==> src/rtl/intr_route_regs.sv <==
module intr_route_regs #(
  parameter int NSRC = 32,
  parameter int AW   = 12
) (
  input  logic            clk,
  input  logic            rst_n,
  input  logic [AW-1:0]   bus_addr,
  input  logic            bus_we,
  input  logic [NSRC-1:0] bus_wdata,
  output logic [NSRC-1:0] bus_rdata,
  input  logic [NSRC-1:0] hw_req,
  output logic            fiq_o,
  output logic            irq_o
);

  localparam logic [AW-1:0] A_RAW    = AW'(8);
  localparam logic [AW-1:0] A_SEL    = AW'(12);
  localparam logic [AW-1:0] A_EN     = AW'(16);
  localparam logic [AW-1:0] A_ENCLR  = AW'(20);
  localparam logic [AW-1:0] A_SW     = AW'(24);
  localparam logic [AW-1:0] A_SWCLR  = AW'(28);
  localparam logic [NSRC-1:0] ZERO   = '0;

  logic [NSRC-1:0] en_q, sel_q, sw_q;
  logic [NSRC-1:0] en_set, en_clr, sw_set, sw_clr;
  logic [NSRC-1:0] raw, live;

  assign en_set = (bus_we && bus_addr == A_EN)    ? bus_wdata : ZERO;
  assign en_clr = (bus_we && bus_addr == A_ENCLR) ? bus_wdata : ZERO;
  assign sw_set = (bus_we && bus_addr == A_SW)    ? bus_wdata : ZERO;
  assign sw_clr = (bus_we && bus_addr == A_SWCLR) ? bus_wdata : ZERO;

  always_ff @(posedge clk or negedge rst_n) begin
    if (!rst_n) begin
      en_q  <= '0;
      sel_q <= '0;
      sw_q  <= '0;
    end else begin
      en_q <= (en_q | en_set) & ~en_clr;
      sw_q <= (sw_q | sw_set) & ~sw_clr;
      if (bus_we && bus_addr == A_SEL) sel_q <= bus_wdata;
    end
  end

  assign raw   = hw_req | sw_q;
  assign live  = raw & en_q;
  assign fiq_o = |(live & sel_q);
  assign irq_o = |(live & ~sel_q);

  always_comb begin
    case (bus_addr)
      A_RAW:   bus_rdata = raw;
      A_SEL:   bus_rdata = sel_q;
      A_EN:    bus_rdata = en_q;
      A_SW:    bus_rdata = sw_q;
      default: bus_rdata = '0;
    endcase
  end

  AST_EN_SET: assert property (@(posedge clk) disable iff (!rst_n)
    (bus_we && bus_addr == A_EN) |=> ((en_q & $past(bus_wdata)) == $past(bus_wdata)));
  AST_EN_CLR: assert property (@(posedge clk) disable iff (!rst_n)
    (bus_we && bus_addr == A_ENCLR) |=> ((en_q & $past(bus_wdata)) == ZERO));
  AST_EN_HOLD: assert property (@(posedge clk) disable iff (!rst_n)
    !(bus_we && (bus_addr == A_EN || bus_addr == A_ENCLR)) |=> $stable(en_q));
  AST_SEL_HOLD: assert property (@(posedge clk) disable iff (!rst_n)
    !(bus_we && bus_addr == A_SEL) |=> $stable(sel_q));
  AST_NO_EN_QUIET: assert property (@(posedge clk) disable iff (!rst_n)
    (en_q == ZERO) |-> (!fiq_o && !irq_o));
  AST_ALL_FAST: assert property (@(posedge clk) disable iff (!rst_n)
    (sel_q == {NSRC{1'b1}}) |-> !irq_o);
  AST_RESET_CLEAN: assert property (@(posedge clk) disable iff (!rst_n)
    $rose(rst_n) |-> (en_q == ZERO && sel_q == ZERO && sw_q == ZERO));
  AST_CLR_READ_ZERO: assert property (@(posedge clk) disable iff (!rst_n)
    (bus_addr == A_ENCLR || bus_addr == A_SWCLR) |-> (bus_rdata == ZERO));

endmodule

==> config.mk <==
export PLATFORM = sky130hd
export DESIGN_NAME = intr_route_regs
export DESIGN_NICKNAME = d
export VERILOG_FILES = /design/src/rtl/intr_route_regs.sv
export SDC_FILE = /design/constraint.sdc
export NUM_CORES = 1
export LEC_CHECK = 0
export ABC_AREA = 0
export CORE_UTILIZATION = 35
export DETAILED_ROUTE_END_ITERATION = 6
export SLEW_MARGIN = 20
export SYNTH_ARGS = -nofsm -noshare
export SYNTH_HDL_FRONTEND = slang
export SYNTH_SLANG_ARGS = --single-unit
export TNS_END_PERCENT = 20
==> constraint.sdc <==
create_clock -name clk -period 2.7 [get_ports clk]
set_clock_uncertainty 0.2 [all_clocks]
set_input_delay 0.54 -clock clk [delete_from_list [all_inputs] [get_ports clk]]
set_output_delay 0.54 -clock clk [all_outputs]
set_load 0.01 [all_outputs]
==> summary.txt, run 1 <==
Floorplanning
  • Overall die height: 128 µm
  • Horizontal die dimension: 128 µm
  • Effective utilization at floorplan: 0.362
  • Number of ports placed on the die boundary: about 110
  • Number of placement rows: 45
  • Core outline area: 15400 µm²
  • Area enclosed by the die boundary: approximately 16000 µm²

Placement
  • Final weighted congestion in routability-driven placement: ~0.85
  • Post-detailed-placement cell area: 7250 µm²
  • Port Buffers: around 110
  • Post-place setup slack: -0.983 ns
  • Final HPWL DP: between 10000 and 15000 µm

Synth
  • Adder-cell area share of the yosys netlist: 0
  • Area fraction in and, or, nand and nor cells after synthesis: 0.115
  • Ys Warns: 0
  • Synth Flop Type: sky130_fd_sc_hd__dfrtp_1
  • Part of the Yosys area used for sequential elements: 0.431
  • Number of flip-flops and latches in the synthesized netlist: 96
  • Post-synthesis async set-or-reset flop share: 1.00
  • Number of flops mapped to enable cells by yosys: 0
  • Share of cell area taken by muxes after synthesis: 0.178
  • Syn Inst Count: about 600
  • Post-synthesis instance area: ~5600 µm²
  • Syn_nets: 689
  • Area fraction in compound gates after synthesis: 0.197
  • Post-Synth XOR/XNOR Area: 0
  • Count of distinct cell types in the synthesized netlist: 31
  • Per-instance average area after synthesis: 9.13 µm²
  • Main combinational cell family by area after synthesis: compound AO/OA/AOI/OAI gates

Clocking
  • H-Tree Depth: 3
  • Post-CTS clock slew at the launch and capture registers of the worst setup and hold paths: ~0.080 ns
  • Number of buffers inserted for hold repair after clock tree synthesis: 0
  • TritonCTS clock tree: built
  • Clock root buffer: sky130_fd_sc_hd__clkbuf_16
  • Clock sink count: between 90 and 100
  • Deepest clock path buffer count: 2
  • Clock network latency to the later pin of the worst-skew pair: about 0.35 ns
  • Inserted Clock Buffers: 9

Status
  • Result of the run: complete, but fails checks
  • Violations in the final reports: hold timing, setup timing

Power and ir drop
  • PwrDens: a little under 400 nW/µm²
  • Sequential share of power: 0.465
  • Switching part of the total power: 0.254
  • Portion of total power attributed to combinational logic: 0.109
  • Leakage power of the design: 3.98 nW
  • Net Sw Power: 791 µW
  • Clock Power Share: 0.426
  • Highest ir drop seen on vdd: 0.000287 V
  • Internal cell power: ~2.3 mW

Detailed routing
  • Via count: 5335
  • Routed wire length: about 19000 µm
  • Routed wirelength normalized by instance count: about 19 µm
  • Pre-antenna DRT Iters: 5
  • DRC violation count after routing: 0
  • Average via count per standard cell: about 5.4
  • Post-route ant nets: 0
  • Iteration-0 DRC Markers: around 370

GRT
  • Wire length of the first global-routing pass: between 20000 and 30000 µm
  • Global-route usage over all layers: 0.233
  • Gr ovfl total: 0
  • Via count of the first global-routing pass: ~5.5k
  • Pin count of the biggest net entering global routing: between 50 and 60
  • Initial antenna violation count: 0

Layout
  • Share of the core filled with cells in the final layout: 0.515
  • Area of all sequential standard cells: between 2000 and 2500 µm²
  • Multi-input logic area: 3080 µm²
  • # fillers: roughly 1.4k
  • Antenna Cells: 0
  • Layout cells sized above 1: 0.260
  • Final-stage net count: around 840
  • Relative area change from synthesis to final layout: 42.0%
  • Area of all placed cells without fillers: 7910 µm²

STA
  • Ratio of final minimum period to clock period: 1.02
  • Final min period: 2.75 ns
  • Maximum clock rate: 0.363 GHz
  • Final setup violation count: 10
  • Total count of hold-check failures in the final report: 2
  • Slew Viols, Final: 0
  • PnR worst setup slack: -0.0541 ns
  • Unrepaired setup endpoints after global routing: yes
  • Worst-case headroom to the max-slew limit: 0.554
  • Worst hold margin: -0.000366 ns
  • Worst Tran Pin Value: around 0.67 ns
  • Sum of negative setup slack: -0.272 ns

Critical path
  • WP data arrival: around 2 ns
  • Crit path capture type: output pin
  • Longest individual stage delay on the worst path: around 0.37 ns
  • Number of buffers and inverters on the critical path: 3
  • CP Launch Type: input pin
  • Required @ worst endpoint: slightly below 2 ns
  • Type of the worst setup path: input pin to output pin
  • Kind of cell with the highest combined delay on the critical path: simple AND/OR/NAND/NOR gates
  • Master of the slowest instance on the critical path: sky130_fd_sc_hd__or3_4
  • Critical path peak fanout: 8
  • Cells traversed along the worst timing path: buf_6, nor4_4, nand3_1, or3_4, buf_12, a211o_1, o21ai_2, buf_2

Run
  • Max-capacitance violation count: 0

Worst hold path
  • Type of the worst min-delay path: input pin to asynchronous set/reset pin
-- logic make-up (layout without fill, tap and decap cells) --
logic type | count (synthesis) | in the layout
AOI/OAI and AO/OA | 162 | 162
buffers and inverters | 107 | 266
DFF | 96 | 96
and+or+nand+nor | 150 | 150
muxes | 95 | 95
-- metrics by stage --
step	std cells	hold slack [ns]	total power [mW]
after floorplan	610	0.0444	1.56
after global placement	943	0.310	1.80
after detailed placement	943	0.318	1.80
after CTS	972	0.0377	3.11
after global routing	980	0.0542	3.21
final	980	-0.000366	3.12
-- sequential cells by signal, summed over array words and instances (netlist names) --
register and count:
sw_q 32, sel_q 32, en_q 32
-- cell usage in the layout (no fill, tap or decap), drive strengths merged, types with 3 or more instances in the layout --
master and n:
a22oi 32, o21ai 22, mux2i 63, dlygate4sd2 21
clkinv 4, nor2 64, a21oi 27, o211ai 26
clkbuf 11, clkdlybuf4s50 46, nand4 5, dfrtp 96
mux2 32, nor4 4, o2111ai 6, o22ai 26
clkdlybuf4s15 3, inv 72, buf 107, nor3 7
o32ai 16, nand2 66, a211o 6
-- power by group through the flow --
stage | clock [mW] | combinational [mW] | sequential [mW]
after floorplan | 0 | 0.0881 | 1.48
after global placement | 0 | 0.318 | 1.48
after detailed placement | 0 | 0.322 | 1.48
after CTS | 1.34 | 0.324 | 1.45
after global routing | 1.40 | 0.365 | 1.45
final | 1.33 | 0.340 | 1.45
-- synth_stat cells, types with 3 or more instances --
library cell                instances  area [µm²]
sky130_fd_sc_hd__buf_2              5        25.0
sky130_fd_sc_hd__a21oi_1           27         135
sky130_fd_sc_hd__o21ai_0           22         110
sky130_fd_sc_hd__a22oi_1           32         240
sky130_fd_sc_hd__buf_4              3        22.5
sky130_fd_sc_hd__nor3_1             6        30.0
sky130_fd_sc_hd__mux2i_1           63         631
sky130_fd_sc_hd__o211ai_1          26         195
sky130_fd_sc_hd__nor4_1             3        18.8
sky130_fd_sc_hd__mux2_1            15         169
sky130_fd_sc_hd__o22ai_1           26         163
sky130_fd_sc_hd__mux2_2            17         191
sky130_fd_sc_hd__nand4_1            5        31.3
sky130_fd_sc_hd__dfrtp_1           96        2400
sky130_fd_sc_hd__o2111ai_1          6        52.6
sky130_fd_sc_hd__nand2_1           66         248
sky130_fd_sc_hd__nor2_1            63         236
sky130_fd_sc_hd__clkbuf_1          18        67.6
sky130_fd_sc_hd__buf_6              3        33.8
sky130_fd_sc_hd__inv_1             71         267
sky130_fd_sc_hd__buf_1              7        26.3
sky130_fd_sc_hd__a211o_1            6        52.6
sky130_fd_sc_hd__o32ai_1           16         140
-- final timing paths --
kind	from	end	slack, ns	cells after the start
worst max-delay path	bus_addr[10]	bus_rdata[3]	-0.05	8
worst min-delay path	rst_n	en_q[1]$_DFF_PN0_	-0.0004	1
worst max register to register	sel_q[15]$_DFFE_PN0P_	sel_q[15]$_DFFE_PN0P_	1.66	1
worst min register to register	sel_q[3]$_DFFE_PN0P_	sel_q[3]$_DFFE_PN0P_	0.32	1
max in group asynchronous	rst_n	en_q[19]$_DFF_PN0_	1.58	2
min in group clk	sel_q[3]$_DFFE_PN0P_	sel_q[3]$_DFFE_PN0P_	0.32	1
-- what timing repair did --
item,CTS,global route
gates resized for setup,240,35
setup endpoints to repair,66,34
gates cloned,0,0
pin swaps,44,4
buffers inserted,15,8
-- routing by layer --
metal  wire length, µm  part of all wire  vias to the layer above  track usage
met2              9090              0.49                      165        0.386
met4               376             0.020                        0       0.0817
li1                  -                 -                     2488            -
met5                 0                 0                        -            0
met1              8310              0.44                     2650        0.307
met3               923             0.049                       32       0.0401
-- layout make-up --
cell class,count,area share
sequential,96,0.304
clock inverter,6,0.00886
inverter,71,0.0337
multi-input combinational,407,0.389
clock buffer,9,0.0285
tap,211,0.0334
timing repair buffer,180,0.202
Power figures use the tool's default switching activity.
==> run 2, diff against run 1 <==
--- a/config.mk
+++ b/config.mk
@@ -8,7 +8,7 @@
 export ABC_AREA = 0
 export CORE_UTILIZATION = 35
 export DETAILED_ROUTE_END_ITERATION = 6
-export SLEW_MARGIN = 20
+export SLEW_MARGIN = 30
 export SYNTH_ARGS = -nofsm -noshare
 export SYNTH_HDL_FRONTEND = slang
 export SYNTH_SLANG_ARGS = --single-unit
==> results of run 2 <==
Same layout as run 1: the final DEF is identical, and so are final timing and power.
